### src/rtl/xbus_pkg.sv
package xbus_pkg;

    localparam int ADDR_W   = 24;
    localparam int PORT_W   = 16;
    localparam int GPO_W    = 5;

    localparam int GPO_KBC  = 0;
    localparam int GPO_ALE  = 1;
    localparam int GPO_RTC  = 2;
    localparam int GPO_XDIR = 3;
    localparam int GPO_XOE  = 4;

    localparam logic [PORT_W-1:0] PORT_KBC_DAT = 16'h0060;
    localparam logic [PORT_W-1:0] PORT_KBC_CMD = 16'h0064;
    localparam logic [PORT_W-1:0] PORT_MC_DAT  = 16'h0062;
    localparam logic [PORT_W-1:0] PORT_MC_CMD  = 16'h0066;
    localparam logic [PORT_W-1:0] PORT_RTC_IDX = 16'h0070;
    localparam logic [PORT_W-1:0] PORT_RTC_DAT = 16'h0071;

    // Internal select bundle, active high.
    typedef struct packed {
        logic rom;
        logic kbc;
        logic mcu;
        logic clk_dat;
    } dev_sel_t;

    // ROM windows: low-megabyte copy and top-of-space alias.
    function automatic logic rom_window(input logic [ADDR_W-1:0] a,
                                        input logic [1:0]        en);
        logic top_ok;
        top_ok = (a[23:20] == 4'h0) || (a[23:20] == 4'hF);
        return top_ok && ((en[0] && a[19:16] == 4'hF) ||
                          (en[1] && a[19:16] == 4'hE));
    endfunction

    function automatic logic window_hit(input logic [PORT_W-1:0] port,
                                        input logic [PORT_W-1:0] base,
                                        input logic [PORT_W-1:0] mask);
        return (port & ~mask) == (base & ~mask);
    endfunction

endpackage

### src/rtl/xbus_addr_dec.sv
module xbus_addr_dec
    import xbus_pkg::*;
#(
    parameter int NPCS = 2
) (
    input  logic [19:0]          sa,
    input  logic [6:0]           la_hi,
    input  logic                 io_cmd,
    input  logic                 mem_cmd,
    input  logic                 dma_cyc,
    input  logic                 pci_master,
    input  logic [1:0]           bios_en,
    input  logic [2:0]           dev_en,
    input  logic [NPCS-1:0]      pcs_en,
    input  logic [16*NPCS-1:0]   pcs_base,
    input  logic [16*NPCS-1:0]   pcs_mask,
    output dev_sel_t             sel,
    output logic [NPCS-1:0]      pcs_sel,
    output logic                 clk_idx_addr,
    output logic                 addr_any,
    output logic                 cmd_hit
);
    logic [ADDR_W-1:0] full_addr;
    logic [PORT_W-1:0] port;
    logic              live;
    logic              rom_addr, kbc_addr, mcu_addr, clk_dat_addr;
    logic [NPCS-1:0]   pcs_addr;

    assign full_addr = {la_hi, sa[16:0]};
    assign port      = sa[PORT_W-1:0];
    assign live      = ~dma_cyc;

    assign rom_addr     = live & rom_window(full_addr, bios_en);
    assign kbc_addr     = live & dev_en[0] &
                          ((port == PORT_KBC_DAT) || (port == PORT_KBC_CMD));
    assign mcu_addr     = live & dev_en[1] &
                          ((port == PORT_MC_DAT) || (port == PORT_MC_CMD));
    assign clk_dat_addr = live & dev_en[2] & (port == PORT_RTC_DAT);
    assign clk_idx_addr = live & dev_en[2] & (port == PORT_RTC_IDX);

    for (genvar i = 0; i < NPCS; i++) begin : g_win
        assign pcs_addr[i] = live & pci_master & pcs_en[i] &
                             window_hit(port, pcs_base[16*i +: 16], pcs_mask[16*i +: 16]);
        assign pcs_sel[i]  = pcs_addr[i] & io_cmd;
    end

    always_comb begin
        sel.rom     = rom_addr & mem_cmd;
        sel.kbc     = kbc_addr & io_cmd;
        sel.mcu     = mcu_addr & io_cmd;
        sel.clk_dat = clk_dat_addr & io_cmd;
    end

    assign addr_any = rom_addr | kbc_addr | mcu_addr | clk_dat_addr |
                      clk_idx_addr | (|pcs_addr);
    assign cmd_hit  = (|sel) | (|pcs_sel) | (clk_idx_addr & io_cmd);

endmodule

### src/rtl/xbus_ale_gen.sv
module xbus_ale_gen #(
    parameter int PULSE = 2
) (
    input  logic clk,
    input  logic rst,
    input  logic iow_n,
    input  logic idx_addr,
    output logic ale
);
    localparam int CNT_W = $clog2(PULSE + 1);
    localparam logic [CNT_W-1:0] LOAD = CNT_W'(PULSE);

    logic             iow_prev;
    logic [CNT_W-1:0] remain;
    logic             start;

    assign start = iow_prev & ~iow_n & idx_addr;

    always_ff @(posedge clk) begin
        if (rst) begin
            iow_prev <= 1'b1;
            remain   <= '0;
        end else begin
            iow_prev <= iow_n;
            if (start)
                remain <= LOAD;
            else if (remain != '0)
                remain <= remain - 1'b1;
        end
    end

    assign ale = (remain != '0);

endmodule

### src/rtl/xbus_xcvr_ctl.sv
module xbus_xcvr_ctl (
    input  logic clk,
    input  logic rst,
    input  logic ior_n,
    input  logic memr_n,
    input  logic rom_sel,
    input  logic dma_cyc,
    input  logic dack_n,
    input  logic dma_xbus_rd,
    input  logic pci_master,
    input  logic cmd_hit,
    input  logic addr_any,
    output logic xdir_n,
    output logic xoe_n
);
    logic isa_hold;

    // ISA masters keep the buffer enabled until the address moves away.
    always_ff @(posedge clk) begin
        if (rst)
            isa_hold <= 1'b0;
        else
            isa_hold <= ~pci_master & addr_any & (cmd_hit | isa_hold);
    end

    assign xoe_n  = ~(cmd_hit | (~pci_master & isa_hold & addr_any));

    assign xdir_n = ~((~ior_n) |
                      (~memr_n & rom_sel) |
                      (dma_cyc & dma_xbus_rd & ~dack_n));

endmodule

### src/rtl/xbus_select.sv
module xbus_select
    import xbus_pkg::*;
#(
    parameter int NPCS      = 2,
    parameter int ALE_WIDTH = 2
) (
    input  logic                 clk,
    input  logic                 rst,
    input  logic [19:0]          sa,
    input  logic [6:0]           la_hi,
    input  logic                 ior_n,
    input  logic                 iow_n,
    input  logic                 memr_n,
    input  logic                 memw_n,
    input  logic                 dack_n,
    input  logic                 dma_cyc,
    input  logic                 dma_xbus_rd,
    input  logic                 pci_master,
    input  logic [1:0]           bios_en,
    input  logic [2:0]           dev_en,
    input  logic [NPCS-1:0]      pcs_en,
    input  logic [16*NPCS-1:0]   pcs_base,
    input  logic [16*NPCS-1:0]   pcs_mask,
    input  logic [4:0]           gpo_mode,
    input  logic [4:0]           gpo_val,
    output logic                 bios_cs_n,
    output logic                 kbc_cs_n,
    output logic                 mc_cs_n,
    output logic                 rtc_cs_n,
    output logic                 rtc_ale,
    output logic [NPCS-1:0]      pcs_cs_n,
    output logic                 xdir_n,
    output logic                 xoe_n
);
    logic            io_cmd, mem_cmd;
    dev_sel_t        sel;
    logic [NPCS-1:0] pcs_sel;
    logic            clk_idx_addr, addr_any, cmd_hit;
    logic            ale_fn, xdir_fn, xoe_fn;
    logic [GPO_W-1:0] shared_fn, shared_pin, shared_idle;

    assign io_cmd  = ~ior_n | ~iow_n;
    assign mem_cmd = ~memr_n | ~memw_n;

    xbus_addr_dec #(.NPCS(NPCS)) u_dec (
        .sa           (sa),
        .la_hi        (la_hi),
        .io_cmd       (io_cmd),
        .mem_cmd      (mem_cmd),
        .dma_cyc      (dma_cyc),
        .pci_master   (pci_master),
        .bios_en      (bios_en),
        .dev_en       (dev_en),
        .pcs_en       (pcs_en),
        .pcs_base     (pcs_base),
        .pcs_mask     (pcs_mask),
        .sel          (sel),
        .pcs_sel      (pcs_sel),
        .clk_idx_addr (clk_idx_addr),
        .addr_any     (addr_any),
        .cmd_hit      (cmd_hit)
    );

    xbus_ale_gen #(.PULSE(ALE_WIDTH)) u_ale (
        .clk      (clk),
        .rst      (rst),
        .iow_n    (iow_n),
        .idx_addr (clk_idx_addr),
        .ale      (ale_fn)
    );

    xbus_xcvr_ctl u_xcvr (
        .clk         (clk),
        .rst         (rst),
        .ior_n       (ior_n),
        .memr_n      (memr_n),
        .rom_sel     (sel.rom),
        .dma_cyc     (dma_cyc),
        .dack_n      (dack_n),
        .dma_xbus_rd (dma_xbus_rd),
        .pci_master  (pci_master),
        .cmd_hit     (cmd_hit),
        .addr_any    (addr_any),
        .xdir_n      (xdir_fn),
        .xoe_n       (xoe_fn)
    );

    // Shared pins: functional value, idle value, optional general-purpose override.
    always_comb begin
        shared_fn             = '0;
        shared_fn[GPO_KBC]    = ~sel.kbc;
        shared_fn[GPO_ALE]    = ale_fn;
        shared_fn[GPO_RTC]    = ~sel.clk_dat;
        shared_fn[GPO_XDIR]   = xdir_fn;
        shared_fn[GPO_XOE]    = xoe_fn;
        shared_idle           = '1;
        shared_idle[GPO_ALE]  = 1'b0;
    end

    for (genvar k = 0; k < GPO_W; k++) begin : g_pin
        assign shared_pin[k] = rst         ? shared_idle[k] :
                               gpo_mode[k] ? gpo_val[k]     : shared_fn[k];
    end

    assign kbc_cs_n  = shared_pin[GPO_KBC];
    assign rtc_ale   = shared_pin[GPO_ALE];
    assign rtc_cs_n  = shared_pin[GPO_RTC];
    assign xdir_n    = shared_pin[GPO_XDIR];
    assign xoe_n     = shared_pin[GPO_XOE];
    assign bios_cs_n = rst | ~sel.rom;
    assign mc_cs_n   = rst | ~sel.mcu;
    assign pcs_cs_n  = {NPCS{rst}} | ~pcs_sel;

endmodule

### config.mk
export PLATFORM = sky130hd
export DESIGN_NAME = xbus_select
export DESIGN_NICKNAME = d
export VERILOG_FILES = /design/src/rtl/xbus_pkg.sv /design/src/rtl/xbus_addr_dec.sv /design/src/rtl/xbus_ale_gen.sv /design/src/rtl/xbus_xcvr_ctl.sv /design/src/rtl/xbus_select.sv
export SDC_FILE = /design/constraint.sdc
export NUM_CORES = 1
export LEC_CHECK = 0
export BUFFER_PORTS_ARGS = -buffer_cell sky130_fd_sc_hd__buf_2
export CORE_MARGIN = 1
export CORE_UTILIZATION = 36
export DETAILED_ROUTE_END_ITERATION = 10
export PLACE_DENSITY = 0.88
export SYNTH_ARGS = -nofsm -noshare
export SYNTH_HDL_FRONTEND = slang
export SYNTH_HIERARCHICAL = 1
export SYNTH_SLANG_ARGS = --single-unit
### constraint.sdc
create_clock -name clk -period 3.24 [get_ports clk]
set_input_delay 0.162 -clock clk [delete_from_list [all_inputs] [get_ports clk]]
set_output_delay 0.162 -clock clk [all_outputs]
set_load 0.02 [all_outputs]
After elaboration in Yosys (flattened, before gate mapping)
Cells that the tools add are included.
{"block": "totals", "memories": 0, "elab_cells": 107, "latchBits": 0, "ff_bits": 4, "mem_bits_rw": 0, "mem_bits_ro": 0, "in_bits": 118}
{"block": "op_classes", "eq_ne": 11, "n_shift": 0, "mul": 0, "n_addsub": 1, "muxes": 12, "bitwise": 65, "reduce_logical": 14, "n_lt_le_gt_ge": 0, "div": 0}
{"cell": "16-bit by 7-bit == test with 1-bit output (second input constant)", "n": 6}
{"cell": "16-bit AND", "n": 4}
{"cell": "16-bit == test", "n": 2}
{"cell": "16-bit NOT", "n": 2}
{"cell": "1-bit AND", "n": 29}
{"cell": "1-bit bitwise OR", "n": 15}
{"cell": "1-bit NOT", "n": 13}
{"cell": "4-bit == test (second input constant)", "n": 3}
{"cell": "1-bit 2-to-1 mux", "n": 10}
{"cell": "2-bit OR reduction", "n": 3}
{"cell": "4-bit logical NOT", "n": 1}
{"cell": "1-bit logical OR", "n": 4}
{"cell": "2-bit 2-to-1 mux", "n": 2}
{"cell": "2-bit nonzero test", "n": 2}
{"cell": "4-bit OR reduction", "n": 1}
{"cell": "1-bit logical AND", "n": 3}
{"cell": "2-bit NOT", "n": 1}
{"cell": "2-bit bitwise OR", "n": 1}
{"cell": "2-bit by 1-bit subtractor with 2-bit output (second input constant)", "n": 1}

Longest topological paths before layout
Gate-level depths: netlist (run 1).
{"block": "logic_depth", "word_depth": 15, "mapped_depth": 9}

Hierarchy
Netlist (run 1), hierarchy kept.
{"mod": "xbus_addr_dec", "cells_per_inst": 117, "n_inst": 1, "area_per_inst_um2": 770.7, "seq_area_each_um2": 0.0}
{"mod": "xbus_select", "cells_per_inst": 18, "n_inst": 1, "area_per_inst_um2": 120.1, "seq_area_each_um2": 0.0}
{"mod": "xbus_ale_gen", "cells_per_inst": 10, "n_inst": 1, "area_per_inst_um2": 111.4, "seq_area_each_um2": 60.1}
{"mod": "xbus_xcvr_ctl", "cells_per_inst": 8, "n_inst": 1, "area_per_inst_um2": 67.6, "seq_area_each_um2": 20.0}

Least setup slack after synthesis (run 1)
Ideal clock, no wire load.
{"block": "synth_timing", "path_type": "in2out", "startpoint": "input port la_hi[3]", "endpoint": "output port xdir_n", "arrival_ns": 1.854, "t_required_ns": 3.078, "path_slack_ns": 1.224, "cell_stages": 7, "n_path_buf": 0, "path_cell_list": "or4_4 > a211oi_2 > and2_4 > inv_1 > o221a_2 > nor2b_1 > a211o_1"}
{"item": "start, declared", "line": "xbus_select.sv:10", "rtl": "input logic [6:0] la_hi,"}
{"item": "end, declared", "line": "xbus_select.sv:32", "rtl": "output logic xdir_n,"}

Worst setup path in the final report (run 1)
{"block": "layout_timing", "startpoint": "input port sa[11]", "endpoint": "output port xoe_n"}
{"block": "layout_via", "word_cells_on_any_way": 39, "classes_between": "eq/ne (8); mux (2); bitwise (24); reduce/logical (5)"}
{"item": "start, declared", "line": "xbus_select.sv:9", "rtl": "input logic [19:0] sa,"}
{"item": "16-bit by 7-bit == test with 1-bit output, or another cell as far along", "line": "xbus_addr_dec.sv:37", "rtl": "((port == PORT_MC_DAT) || (port == PORT_MC_CMD));"}
{"item": "1-bit logical OR, or another cell as far along", "line": "xbus_addr_dec.sv:37"}
{"item": "1-bit AND, on equally long branches", "line": "xbus_addr_dec.sv:36, xbus_addr_dec.sv:34, xbus_addr_dec.sv:42"}
{"item": "1-bit AND, on equally long branches", "line": "xbus_addr_dec.sv:50, xbus_addr_dec.sv:44, xbus_addr_dec.sv:49"}
{"item": "4-bit OR reduction / 2-bit OR reduction (equally long branches)", "line": "xbus_addr_dec.sv:56", "rtl": "assign cmd_hit = (|sel) | (|pcs_sel) | (clk_idx_addr & io_cmd);"}
{"item": "1-bit bitwise OR", "line": "xbus_addr_dec.sv:56"}
{"item": "1-bit bitwise OR *", "line": "xbus_addr_dec.sv:56"}
{"item": "via cmd_hit", "line": "xbus_select.sv:38", "rtl": "logic clk_idx_addr, addr_any, cmd_hit;"}
{"item": "1-bit bitwise OR *", "line": "xbus_xcvr_ctl.sv:26", "rtl": "assign xoe_n = ~(cmd_hit | (~pci_master & isa_hold & addr_any));"}
{"item": "1-bit NOT *", "line": "xbus_xcvr_ctl.sv:26"}
{"item": "via xoe_fn", "line": "xbus_select.sv:39", "rtl": "logic ale_fn, xdir_fn, xoe_fn;"}
{"item": "1-bit 2-to-1 mux *", "line": "xbus_select.sv:102", "rtl": "gpo_mode[k] ? gpo_val[k] : shared_fn[k];"}
{"item": "1-bit 2-to-1 mux *", "line": "xbus_select.sv:101", "rtl": "assign shared_pin[k] = rst ? shared_idle[k] :"}
{"item": "end, declared", "line": "xbus_select.sv:33", "rtl": "output logic xoe_n"}
Mark *: on every way through the listed nets, which the timed path passes. The rest lies on a longest branch.

==> impl_table.tex, run 1 <==
\begin{tabular}{lr}
\hline
Metric & Value \\
\hline
\multicolumn{2}{l}{\textbf{Outcome}} \\
Outcome & complete, no violations \\
\multicolumn{2}{l}{\textbf{STA}} \\
Final Slew Violations & 0 \\
Min Clock Period, post-route & around 2.3 ns \\
Measured slew at the worst slew-check pin & slightly above 0.4 ns \\
Post-Route Skew & 0.003721 ns \\
Sum of negative setup slack & 0 ns \\
RSZ-0062 raised after global routing & no \\
Final worst path period share & 72.40\% \\
Max transition margin & 72.30\% \\
Peak Freq & 0.4263 GHz \\
Setup violators final & 0 \\
Final hold violation count & 0 \\
\multicolumn{2}{l}{\textbf{Routing}} \\
Vias after detailed routing & 1622 \\
DR WL met3 & 337 µm \\
Routed via count divided by cell count & between 5 and 6 \\
Wirelength, routed & 4031 µm \\
Routed wirelength normalized by instance count & 13.09 µm \\
Top layer used by detailed routing & met4 \\
DR pass1 iterations & 4 \\
Final routed DRC violation total & 0 \\
Routed wl met2 & 2042 µm \\
Met1 routed wirelength after detailed routing & 1611 µm \\
Number of nets with antenna violations after detailed routing & 0 \\
Violation count after the first detailed-routing iteration & 56 \\
\multicolumn{2}{l}{\textbf{Synth}} \\
Syn avg cell area & roughly 7.0 µm² \\
Count leader, synth & sky130\_fd\_sc\_hd\_\_xnor2\_1 \\
Synthesized-area fraction occupied by xor and xnor cells & 26.20\% \\
Sequential cell area fraction in the yosys report & 7.485\% \\
Proportion of synthesized flip-flops having asynchronous set or reset & 0\% \\
Number of flops mapped to enable cells by yosys & 0 \\
Main area contributors after synthesis & sky130\_fd\_sc\_hd\_\_xnor2\_1, sky130\_fd\_sc\_hd\_\_nor2\_1, sky130\_fd\_sc\_hd\_\_o22ai\_1 \\
Multiplexer share of the synthesized area & just under 3\% \\
Synthesis warning total & 6 \\
Most numerous cell types in the synthesized netlist & sky130\_fd\_sc\_hd\_\_xnor2\_1, sky130\_fd\_sc\_hd\_\_nor2\_1, sky130\_fd\_sc\_hd\_\_o22ai\_1, sky130\_fd\_sc\_hd\_\_nor4\_1, sky130\_fd\_sc\_hd\_\_nand2\_1 \\
Combinational family with the most area after synthesis & simple AND/OR/NAND/NOR gates \\
Synth Area in Simple Gates & between 30\% and 40\% \\
Area of the mapped netlist & 0.001070 mm² \\
Synthesized-area fraction occupied by ao, oa, aoi and oai cells & between 20\% and 30\% \\
Synthesized instance count & 153 \\
Count of state elements after synthesis & 4 \\
Synthesized net count & 271 \\
Synthesized-area fraction occupied by adder cells & 0\% \\
Post-synth top area share & between 20\% and 30\% \\
Unique masters post-synth & 35 \\
Top FF cell, synth & sky130\_fd\_sc\_hd\_\_dfxtp\_1 \\
Largest area contributor in the synthesized netlist & sky130\_fd\_sc\_hd\_\_xnor2\_1 \\
\multicolumn{2}{l}{\textbf{Pwr}} \\
Maximum resistive drop on vdd & roughly 0.25 mV \\
Part of the power in the clock network & 18.5\% \\
Fraction of power consumed by sequential logic & between 15 and 20\% \\
Sw Share & 36.55\% \\
Switching power & about 0.00011 W \\
Power per Cell Area & 180.9 mW/mm² \\
Int Power & 0.0001988 W \\
Static Leak & 0.8273 nW \\
Combinational cell fraction of total power & 65.3\% \\
\multicolumn{2}{l}{\textbf{Cells and area}} \\
Sequential Area & around 80 µm² \\
Area delta synth->final & 61.87\% \\
Share of cells above drive strength 1 & 48.38\% \\
End-of-flow core utilization & 62.26\% \\
Count of inserted antenna diode cells & 0 \\
Nets@finish & just under 400 \\
Area of the multi-input gates & around 960 µm² \\
Layout filler cell count & 286 \\
\multicolumn{2}{l}{\textbf{Setup path}} \\
Data arrival time of the critical path & 2.18 ns \\
Category of the worst setup path capture point & primary output \\
Classification of the worst setup path & in -> out \\
CP Launch Type & input pin \\
Flop2flop setup slack & 2.50 ns \\
CP Max Fanout & 4 \\
Critical Path RT & 3.08 ns \\
\multicolumn{2}{l}{\textbf{Clock tree}} \\
H-tree levels & 1 \\
Count of clock tree sinks & 4 \\
Root Buffer & sky130\_fd\_sc\_hd\_\_clkbuf\_4 \\
Clock-pin slew reported for the worst setup and hold paths after clock tree synthesis & 0.04 ns \\
Number of cells upsized or downsized after cts & 0 \\
TritonCTS buffer count & 3 \\
Bufs on Longest Clock Path & 2 \\
Post CTS Setup Buffer Count & 0 \\
Total of hold buffers inserted after clock tree synthesis & 0 \\
Insertion delay of the later-clocked pin in the worst-skew pair & between 0.2 and 0.25 ns \\
Clock tree from TritonCTS & built \\
\multicolumn{2}{l}{\textbf{Floorplan}} \\
Top-level I/O count & about 130 \\
Initial Util & 38.46\% \\
Placeable core region & 0.002781 mm² \\
Die boundary height & approximately 57 µm \\
Cell row count & 19 \\
Die area & 0.003193 mm² \\
Overall die width & around 57 µm \\
\multicolumn{2}{l}{\textbf{Global routing}} \\
Largest net degree at the start of global routing & 14 \\
Antenna violations before repair & 0 \\
Total overflow reported by the global router & 0 \\
GRT Util Overall & between 20\% and 30\% \\
Wire length of the first global-routing pass & between 6000 and 7000 µm \\
Number of global-route vias before repair & 1635 \\
\multicolumn{2}{l}{\textbf{Placed design}} \\
Final HPWL from detailed placement & approximately 3600 µm \\
Final RePlAce weighted congestion & roughly 0.84 \\
Number of I/O port buffers & 123 \\
\multicolumn{2}{l}{\textbf{Job}} \\
Max-cap violations & 0 \\
\multicolumn{2}{l}{\textbf{Hold path}} \\
Classification of the worst-slack hold path & in -> reg \\
\hline
\end{tabular}
[final cells by class]
class	count	share of cell area, %
clock buffer	3	1.301
inverter	4	0.8671
multi-input combinational	143	55.42
sequential	4	4.624
tap	31	2.240
timing repair buffer	123	35.55
[sequential cells by signal (all words and copies together) (netlist names)]
name / flops
u_xcvr/isa_hold: 1
u_ale/remain: 2
u_ale/iow_prev: 1
[routing by layer]
metal	global-route usage (%)	vias up
met3	1.382	4
li1	-	818
met1	28.41	704
met4	6.272	0
met2	47.23	96
met5	0	-
[critical path: stages]
cell and delay [ns]:
sky130_fd_sc_hd__buf_2 0.12, sky130_fd_sc_hd__nor4_1 0.42, sky130_fd_sc_hd__nand4_1 0.27, sky130_fd_sc_hd__a21oi_1 0.32, sky130_fd_sc_hd__nor2_2 0.06, sky130_fd_sc_hd__a31oi_1 0.22, sky130_fd_sc_hd__a31oi_1 0.07, sky130_fd_sc_hd__nor2b_1 0.13
sky130_fd_sc_hd__a211o_1 0.25, sky130_fd_sc_hd__buf_2 0.15
[power by group through the flow]
stage / clock network (W) / logic (W) / registers [W]
5_1_grt: 0.0000616 / 0.000222 / 0.0000508
3_3_place_gp: 0 / 0.000198 / 0.0000514
2_1_floorplan: 0 / 0.0000975 / 0.0000514
4_1_cts: 0.0000603 / 0.000203 / 0.0000508
3_5_place_dp: 0 / 0.000202 / 0.0000515
6_report: 0.0000580 / 0.000205 / 0.0000508
[metrics by stage]
stage          setup slack [ns]  hold slack (ns)  cells  power [W]  instance area [µm²]
2_1_floorplan             1.224           0.2311    153  0.0001489                 1070
3_3_place_gp             0.9478           0.3616    305  0.0002497                 1709
3_5_place_dp             0.9244           0.3687    305  0.0002536                 1709
4_1_cts                  0.9193           0.1304    308  0.0003143                 1732
5_1_grt                  0.7877           0.1446    308  0.0003346                 1732
6_report                 0.8942           0.1326    308  0.0003133                 1732
[cell families (layout without fill, tap and decap cells)]
kind of cell,count (synthesis),count (layout)
AOI/OAI and AO/OA,32,32
xor gates and xnor gates,32,32
buffers and inverters,6,130
DFF,4,4
muxes,3,3
and+or+nand+nor,76,76
[cells in the final DEF, fill, tap and decap left out]
cell	count
sky130_fd_sc_hd__buf_2	123
sky130_fd_sc_hd__xnor2_1	32
sky130_fd_sc_hd__nor2_1	29
sky130_fd_sc_hd__o22ai_1	16
sky130_fd_sc_hd__nor4_1	10
sky130_fd_sc_hd__nand2_1	7
sky130_fd_sc_hd__nand2b_1	6
sky130_fd_sc_hd__dfxtp_1	4
sky130_fd_sc_hd__inv_1	4
sky130_fd_sc_hd__nor3_1	4
sky130_fd_sc_hd__nand4_1	4
sky130_fd_sc_hd__a211o_1	3
sky130_fd_sc_hd__nor2b_1	3
sky130_fd_sc_hd__clkbuf_4	3
sky130_fd_sc_hd__mux2i_1	2
sky130_fd_sc_hd__or2_1	2
sky130_fd_sc_hd__a21oi_1	2
sky130_fd_sc_hd__nand3_1	2
sky130_fd_sc_hd__o211ai_1	2
sky130_fd_sc_hd__o2111ai_1	2
sky130_fd_sc_hd__o211a_1	2
sky130_fd_sc_hd__a31oi_1	2
sky130_fd_sc_hd__a21o_1	1
sky130_fd_sc_hd__nand3b_4	1
sky130_fd_sc_hd__and3_1	1
sky130_fd_sc_hd__nor4bb_1	1
sky130_fd_sc_hd__nor3b_1	1
sky130_fd_sc_hd__or4_4	1
sky130_fd_sc_hd__nand4b_1	1
sky130_fd_sc_hd__a211oi_2	1
sky130_fd_sc_hd__and2_4	1
sky130_fd_sc_hd__mux2_2	1
sky130_fd_sc_hd__nor2_2	1
sky130_fd_sc_hd__o221a_2	1
sky130_fd_sc_hd__nor4b_2	1
[final timing paths]
kind,from,depth (start not counted),endpoint
worst max-delay path,sa[11],10,xoe_n
worst min-delay path,pci_master,2,u_xcvr/isa_hold
worst max register to register,u_ale/iow_prev,2,u_ale/remain[0]
worst min register to register,u_ale/remain[1],2,u_ale/remain[1]
(Power assumes the default switching activity.)
==> run 2, diff against run 1 <==
--- a/config.mk
+++ b/config.mk
@@ -5,11 +5,12 @@
 export SDC_FILE = /design/constraint.sdc
 export NUM_CORES = 1
 export LEC_CHECK = 0
+export ABC_AREA = 1
 export BUFFER_PORTS_ARGS = -buffer_cell sky130_fd_sc_hd__buf_2
 export CORE_MARGIN = 1
-export CORE_UTILIZATION = 36
+export CORE_UTILIZATION = 40
 export DETAILED_ROUTE_END_ITERATION = 10
-export PLACE_DENSITY = 0.88
+export PLACE_DENSITY = 0.84
 export SYNTH_ARGS = -nofsm -noshare
 export SYNTH_HDL_FRONTEND = slang
 export SYNTH_HIERARCHICAL = 1
==> constraint.sdc (replaced) <==
create_clock -name clk -period 2.2 [get_ports clk]
set_input_delay 0.11 -clock clk [delete_from_list [all_inputs] [get_ports clk]]
set_output_delay 0.11 -clock clk [all_outputs]
set_load 0.02 [all_outputs]
==> run 2 against run 1 <==
  * Final area grew 30%
  * Critical path type unchanged
  * Die area is 28% higher
  * Largest cell class unchanged
  * Area after synthesis is 43% higher
  * Highest routed layer unchanged
==> impl_table.tex, run 2 <==
\begin{tabular}{lr}
\hline
Metric & Value \\
\hline
\multicolumn{2}{l}{\textbf{Floorplan}} \\
Die boundary height & between 60 and 70 µm \\
Placeable core region & around 0.0037 mm² \\
Cell row count & 22 \\
Top-level I/O count & 127 \\
Initial Util & 41.87\% \\
Die area & between 0.004 and 0.005 mm² \\
Overall die width & 63.90 µm \\
\multicolumn{2}{l}{\textbf{STA}} \\
Final worst path period share & 74.51\% \\
Final hold violation count & 0 \\
Worst Hold Slack & 0.1609 ns \\
Setup violators final & 0 \\
Sum of negative setup slack & 0 ns \\
Measured slew at the worst slew-check pin & between 0.2 and 0.3 ns \\
RSZ-0062 raised after global routing & no \\
Peak Freq & between 0.6 and 0.7 GHz \\
Final Slew Violations & 0 \\
Post-Route Skew & 0.001480 ns \\
Min Clock Period, post-route & 1.639 ns \\
Max transition margin & 82.15\% \\
\multicolumn{2}{l}{\textbf{Clock tree}} \\
H-tree levels & 1 \\
Post CTS Setup Buffer Count & 0 \\
Clock-pin slew reported for the worst setup and hold paths after clock tree synthesis & 0.03 ns \\
Bufs on Longest Clock Path & 2 \\
Total of hold buffers inserted after clock tree synthesis & 0 \\
Clock tree from TritonCTS & built \\
Count of clock tree sinks & 4 \\
Insertion delay of the later-clocked pin in the worst-skew pair & 0.22 ns \\
Root Buffer & sky130\_fd\_sc\_hd\_\_clkbuf\_8 \\
Number of cells upsized or downsized after cts & 0 \\
TritonCTS buffer count & 3 \\
\multicolumn{2}{l}{\textbf{Routing}} \\
Final routed DRC violation total & 0 \\
Routed via count divided by cell count & $\sim$4.5 \\
Routed wirelength normalized by instance count & 9.576 µm \\
DR pass1 iterations & 4 \\
Wirelength, routed & 4788 µm \\
Vias after detailed routing & 2257 \\
Number of nets with antenna violations after detailed routing & 0 \\
Violation count after the first detailed-routing iteration & 70 \\
\multicolumn{2}{l}{\textbf{Global routing}} \\
Largest net degree at the start of global routing & 10 \\
Highest-utilization routing layer at the global route stage & met2 \\
Global routing usage on met3 & 3.036\% \\
Total overflow reported by the global router & 0 \\
Number of global-route vias before repair & $\sim$2000 \\
GRT Util Overall & 23.36\% \\
Wire length of the first global-routing pass & 7755 µm \\
Global-route met1 utilization & 27.48\% \\
Antenna violations before repair & 0 \\
Fraction of met2 tracks used by global routing & 43.62\% \\
\multicolumn{2}{l}{\textbf{Synth}} \\
Count leader, synth & sky130\_fd\_sc\_hd\_\_nand2\_1 \\
Top FF cell, synth & sky130\_fd\_sc\_hd\_\_dfxtp\_1 \\
Count of state elements after synthesis & 4 \\
Most numerous cell types in the synthesized netlist & sky130\_fd\_sc\_hd\_\_nand2\_1, sky130\_fd\_sc\_hd\_\_inv\_1, sky130\_fd\_sc\_hd\_\_nor2\_1, sky130\_fd\_sc\_hd\_\_nand3\_1, sky130\_fd\_sc\_hd\_\_nand3b\_1 \\
Post-synth top area share & 29.39\% \\
Synthesized net count & 444 \\
Syn avg cell area & 4.702 µm² \\
Proportion of synthesized flip-flops having asynchronous set or reset & 0\% \\
Number of flops mapped to enable cells by yosys & 0 \\
Synthesized instance count & 326 \\
Synthesis warning total & 6 \\
Area of the mapped netlist & between 0.0015 and 0.002 mm² \\
Largest area contributor in the synthesized netlist & sky130\_fd\_sc\_hd\_\_nand2\_1 \\
Main area contributors after synthesis & sky130\_fd\_sc\_hd\_\_nand2\_1, sky130\_fd\_sc\_hd\_\_inv\_1, sky130\_fd\_sc\_hd\_\_nor2\_1 \\
Sequential cell area fraction in the yosys report & 5.224\% \\
Unique masters post-synth & 21 \\
\multicolumn{2}{l}{\textbf{Setup path}} \\
Reg-to-Reg End & u\_ale/remain[0] \\
Crit path cell chain & buf\_2 -> nand2\_1 -> clkinv\_1 -> nor3\_2 -> nor2\_1 -> nand2\_1 -> nor2\_2 -> nand3\_1 -> nand3\_1 -> or2\_1 -> nand2\_1 -> nand2\_1 -> nand3\_1 -> buf\_2 \\
Beginning of the critical path & sa[1] \\
CP Launch Type & input pin \\
Flop2flop setup slack & 1.55 ns \\
Classification of the worst setup path & in -> out \\
Gate family responsible for the most delay along the worst path & simple AND/OR/NAND/NOR gates \\
Cell with the largest stage delay on the worst path & sky130\_fd\_sc\_hd\_\_or2\_1 \\
Data arrival time of the critical path & roughly 1.5 ns \\
Register-to-Register Path Depth & 3 \\
CP endpoint & xoe\_n \\
Crit path top cell by count & sky130\_fd\_sc\_hd\_\_nand2\_1 \\
CP peak stage delay & around 0.22 ns \\
CP Max Fanout & 6 \\
Category of the worst setup path capture point & primary output \\
Worst r2r src & u\_ale/iow\_prev \\
Number of buffers and inverters on the critical path & 3 \\
Critical Path RT & 2.09 ns \\
Critical path depth in cells & 14 \\
\multicolumn{2}{l}{\textbf{Cells and area}} \\
Biggest registers after layout & u\_ale/remain: 2 flops, u\_ale/iow\_prev: 1 flops, u\_xcvr/isa\_hold: 1 flops \\
Nets@finish & about 570 \\
Most common cell after layout, fill and taps aside & sky130\_fd\_sc\_hd\_\_buf\_2 \\
Count of inserted antenna diode cells & 0 \\
Register with the most flip-flops & u\_ale/remain \\
Commonest non-fill, non-tap cells in the layout & sky130\_fd\_sc\_hd\_\_buf\_2, sky130\_fd\_sc\_hd\_\_nand2\_1, sky130\_fd\_sc\_hd\_\_inv\_1 \\
Area delta synth->final & 46.78\% \\
Largest register FFs & 2 \\
Share of cells above drive strength 1 & 35.18\% \\
\multicolumn{2}{l}{\textbf{Hold path}} \\
Classification of the worst-slack hold path & in -> reg \\
\multicolumn{2}{l}{\textbf{Pwr}} \\
Static Leak & around 1.5 nW \\
Maximum resistive drop on vdd & between 0.1 and 0.15 mV \\
Power per Cell Area & approximately 240 mW/mm² \\
\multicolumn{2}{l}{\textbf{Job}} \\
Max-cap violations & 0 \\
\multicolumn{2}{l}{\textbf{Outcome}} \\
Outcome & complete, no violations \\
\multicolumn{2}{l}{\textbf{Placed design}} \\
Final RePlAce weighted congestion & 0.8784 \\
Final HPWL from detailed placement & 4247 µm \\
Number of I/O port buffers & 123 \\
\hline
\end{tabular}
-- run 2: changes by cell type after synthesis, moves of 5 or more --
cell	previous run	this run
sky130_fd_sc_hd__nand2_1	7	120
sky130_fd_sc_hd__inv_1	4	63
sky130_fd_sc_hd__xnor2_1	32	0
sky130_fd_sc_hd__nand3_1	2	25
sky130_fd_sc_hd__nor2_1	29	50
sky130_fd_sc_hd__o22ai_1	16	0
sky130_fd_sc_hd__nor4_1	10	0
sky130_fd_sc_hd__nand3b_1	0	8
sky130_fd_sc_hd__inv_2	0	7
sky130_fd_sc_hd__nand3_2	0	7
sky130_fd_sc_hd__nand2b_1	6	0
sky130_fd_sc_hd__a21oi_1	2	7
sky130_fd_sc_hd__nor2_2	1	6
sky130_fd_sc_hd__nor3_2	0	5
-- run 2: worst min-delay path by stage --
stage	from	to	cells after the start
6_report	iow_n	u_ale/iow_prev	2
5_1_grt	iow_n	u_ale/iow_prev	2
4_1_cts	iow_n	u_ale/iow_prev	2
3_5_place_dp	iow_n	u_ale/iow_prev	2
3_3_place_gp	iow_n	u_ale/iow_prev	2
2_1_floorplan	rst	u_ale/iow_prev	1
-- run 2: worst reg2reg max path: cells and delay by family, from the launching register on --
| family | cells | cell delay (ns) |
|---|---|---|
| flops | 1 | 0.32 |
| simple gates | 3 | 0.22 |
-- run 2: power by group --
part           internal [W]  switching [W]
clock network      0.000117      0.0000376
logic              0.000146       0.000173
registers         0.0000741    0.000000549
-- run 2: logic make-up after synthesis --
kind of cell	synth area share, %
AND/OR/NAND/NOR	72.57
buffers and inverters	17.63
AO/OA/AOI/OAI	4.571
flip-flops	5.225
-- run 2: per-layer routing --
layer / part of all wire [%] / vias to the layer above
li1: - / 1230
met5: 0 / -
met4: 1.3 / 0
met2: 49 / 100
met3: 7.3 / 8
met1: 43 / 919
-- run 2: final cells by class --
class,count,area [µm²]
fillers,394,1411
flip-flops and latches,4,80.08
clock buffers,3,41.29
repair buffers,123,615.6
well taps,48,60.06
multi-input cells,250,1182
inverters,72,270.3
-- run 2: per-stage QoR --
step | std cells | cell area, µm² | worst slack (ns) | power, W | util [%]
after floorplan | 326 | 1533 | 0.9372 | 0.0002385 | -
after global placement | 497 | 2208 | 0.6509 | 0.0003858 | 60.32
after detailed placement | 497 | 2208 | 0.5896 | 0.0003934 | 60.32
after CTS | 500 | 2250 | 0.5881 | 0.0005509 | 61.45
after global routing | 500 | 2250 | 0.4141 | 0.0006002 | 61.45
final | 500 | 2250 | 0.5609 | 0.0005484 | 61.45
==> run 3, diff against run 2 <==
==> constraint.sdc (replaced) <==
create_clock -name clk -period 1.6 [get_ports clk]
set_input_delay 0.08 -clock clk [delete_from_list [all_inputs] [get_ports clk]]
set_output_delay 0.08 -clock clk [all_outputs]
set_load 0.02 [all_outputs]
==> run 3 against run 2 <==
  * Register-to-register slack got worse by 0.58 ns
  * Die area is the same
  * Sequential power increased by 37%
  * Global-route usage rose by 0.22 points
  * Via count rose by 3.0%
  * Combinational power increased by 51%
  * Final cell count rose by 1.2%
  * Critical path type unchanged
  * Highest routed layer unchanged
==> impl_table.tex, run 3 (synthesis gave the netlist of run 2 again) <==
\begin{tabular}{lr}
\hline
Metric & Value \\
\hline
\multicolumn{2}{l}{\textbf{Floorplan}} \\
Placeable core region & 0.003661 mm² \\
Cell row count & 22 \\
Top-level I/O count & approximately 130 \\
Die area & 0.004083 mm² \\
Die boundary height & 63.90 µm \\
Overall die width & 63.90 µm \\
Initial Util & 41.87\% \\
\multicolumn{2}{l}{\textbf{Global routing}} \\
GRT Util Overall & a little under a quarter \\
Wire length of the first global-routing pass & 7845 µm \\
Largest net degree at the start of global routing & 10 \\
Total overflow reported by the global router & 0 \\
Antenna violations before repair & 0 \\
Number of global-route vias before repair & 2032 \\
\multicolumn{2}{l}{\textbf{Cells and area}} \\
Share of cells above drive strength 1 & 40.83\% \\
Biggest registers after layout & u\_ale/remain: 2 flops, u\_ale/iow\_prev: 1 flops, u\_xcvr/isa\_hold: 1 flops \\
Cell area after layout & 0.002410 mm² \\
Commonest non-fill, non-tap cells in the layout & sky130\_fd\_sc\_hd\_\_nand2\_1, sky130\_fd\_sc\_hd\_\_buf\_2, sky130\_fd\_sc\_hd\_\_inv\_1 \\
Count of inserted antenna diode cells & 0 \\
Register with the most flip-flops & u\_ale/remain \\
End-of-flow core utilization & 65.82\% \\
Area delta synth->final & 57.22\% \\
Most common cell after layout, fill and taps aside & sky130\_fd\_sc\_hd\_\_nand2\_1 \\
Largest register FFs & 2 \\
Nets@finish & 578 \\
\multicolumn{2}{l}{\textbf{Placed design}} \\
Final HPWL from detailed placement & 4218 µm \\
Worst-case setup slack after placement & 0.08640 ns \\
Placed cell area & between 0.002 and 0.0025 mm² \\
Final RePlAce weighted congestion & just under 0.9 \\
Number of I/O port buffers & 123 \\
\multicolumn{2}{l}{\textbf{Setup path}} \\
Crit path top cell by count & sky130\_fd\_sc\_hd\_\_nand2\_1 \\
CP peak stage delay & 0.24 ns \\
Critical Path RT & 1.52 ns \\
Gate family responsible for the most delay along the worst path & simple AND/OR/NAND/NOR gates \\
CP Launch Type & input pin \\
Number of buffers and inverters on the critical path & 3 \\
Classification of the worst setup path & in -> out \\
Cell with the largest stage delay on the worst path & sky130\_fd\_sc\_hd\_\_or2\_1 \\
Data arrival time of the critical path & 1.44 ns \\
CP Max Fanout & 6 \\
Crit path cell chain & buf\_4 -> nand2\_1 -> clkinv\_1 -> nor3\_4 -> nor2\_1 -> nand2\_1 -> nor2\_2 -> nand3\_1 -> nand3\_2 -> or2\_1 -> nand2\_1 -> nand2\_1 -> nand3\_2 -> buf\_6 \\
Category of the worst setup path capture point & primary output \\
\multicolumn{2}{l}{\textbf{STA}} \\
Post-Route Skew & 0.0009978 ns \\
Measured slew at the worst slew-check pin & 0.2537 ns \\
Min Clock Period, post-route & 1.522 ns \\
Final Slew Violations & 0 \\
Setup violators final & 0 \\
Worst setup slack after layout & 0.07769 ns \\
Final worst path period share & 95.14\% \\
Final hold violation count & 0 \\
Max transition margin & 82.91\% \\
Peak Freq & roughly 0.66 GHz \\
\multicolumn{2}{l}{\textbf{Routing}} \\
Final routed DRC violation total & 0 \\
Routed via count divided by cell count & 4.595 \\
Vias after detailed routing & 2325 \\
DR pass1 iterations & 4 \\
Violation count after the first detailed-routing iteration & 67 \\
Number of nets with antenna violations after detailed routing & 0 \\
Routed wirelength normalized by instance count & around 10 µm \\
Wirelength, routed & 5050 µm \\
\multicolumn{2}{l}{\textbf{Clock tree}} \\
Clock-pin slew reported for the worst setup and hold paths after clock tree synthesis & 0.03 ns \\
TritonCTS buffer count & 3 \\
Insertion delay of the later-clocked pin in the worst-skew pair & 0.22 ns \\
Count of clock tree sinks & 4 \\
Clock tree from TritonCTS & built \\
Root Buffer & sky130\_fd\_sc\_hd\_\_clkbuf\_8 \\
H-tree levels & 1 \\
Bufs on Longest Clock Path & 2 \\
\multicolumn{2}{l}{\textbf{Pwr}} \\
Maximum resistive drop on vdd & between 0.15 and 0.2 mV \\
Switching power & 0.0003098 W \\
Int Power & 0.0004869 W \\
Combinational cell fraction of total power & 60.6\% \\
Fraction of power consumed by sequential logic & between 10 and 15\% \\
Static Leak & around 1.5 nW \\
Sw Share & 38.88\% \\
Part of the power in the clock network & a little over a quarter \\
Power per Cell Area & 330.6 mW/mm² \\
\multicolumn{2}{l}{\textbf{Job}} \\
Max-cap violations & 0 \\
\multicolumn{2}{l}{\textbf{Hold path}} \\
Classification of the worst-slack hold path & in -> reg \\
\multicolumn{2}{l}{\textbf{Outcome}} \\
Outcome & complete, no violations \\
\hline
\end{tabular}
-- run 3: worst reg2reg max path, cell delays in order (launching register included) --
cell	delay, ns
sky130_fd_sc_hd__dfxtp_1	0.30
sky130_fd_sc_hd__nand2_1	0.06
sky130_fd_sc_hd__nor2_2	0.10
sky130_fd_sc_hd__nand2_1	0.06
sky130_fd_sc_hd__nand2_1	0.06
-- run 3: what timing repair did --
action                                  CTS  global route
hold buffers                              0             0
endpoints found under the setup margin    0             1
buffers inserted                          0             6
resized for setup                         0            43
-- run 3: power by group through the flow --
stage | sequential (W) | clock, W | combinational (W)
after global routing | 0.000102 | 0.000226 | 0.000542
after floorplan | 0.000103 | 0 | 0.000225
after global placement | 0.000103 | 0 | 0.000427
final | 0.000102 | 0.000212 | 0.000483
after CTS | 0.000102 | 0.000215 | 0.000440
after detailed placement | 0.000103 | 0 | 0.000438
-- run 3: layer usage --
layer,vias to the layer above,share of wire [%],GRT usage [%]
li1,1245,-,-
met1,989,42,27.26
met3,2,6.4,2.500
met4,0,0.38,4.545
met5,-,0,0
met2,89,52,45.88
-- run 3: worst paths after layout --
| check | start | end | slack [ns] | depth (start not counted) |
|---|---|---|---|---|
| setup / recovery | sa[1] | xoe_n | 0.08 | 14 |
| hold / removal | iow_n | u_ale/iow_prev | 0.1 | 2 |
| setup reg to reg | u_ale/iow_prev | u_ale/remain[1] | 0.97 | 4 |
| hold reg to reg | u_ale/remain[1] | u_ale/remain[0] | 0.47 | 2 |
-- run 3: stage by stage --
stage	hold WS, ns	total power, W	TNS [ns]	instances
global route	0.1020	0.0008706	-0.01700	506
floorplan	0.1771	0.0003279	0	326
finish	0.09980	0.0007967	0	506
detailed placement	0.3213	0.0005412	0	497
CTS	0.09996	0.0007570	0	500
global placement	0.3154	0.0005307	0	497
-- run 3: area by class of cell --
| type | count | area, µm² |
|---|---|---|
| Fill cell | 371 | 1251 |
| Sequential cell | 4 | 80.08 |
| Timing Repair Buffer | 129 | 701.9 |
| Tap cell | 48 | 60.06 |
| Inverter | 72 | 277.8 |
| Clock buffer | 3 | 41.29 |
| Multi-Input combinational cell | 250 | 1249 |
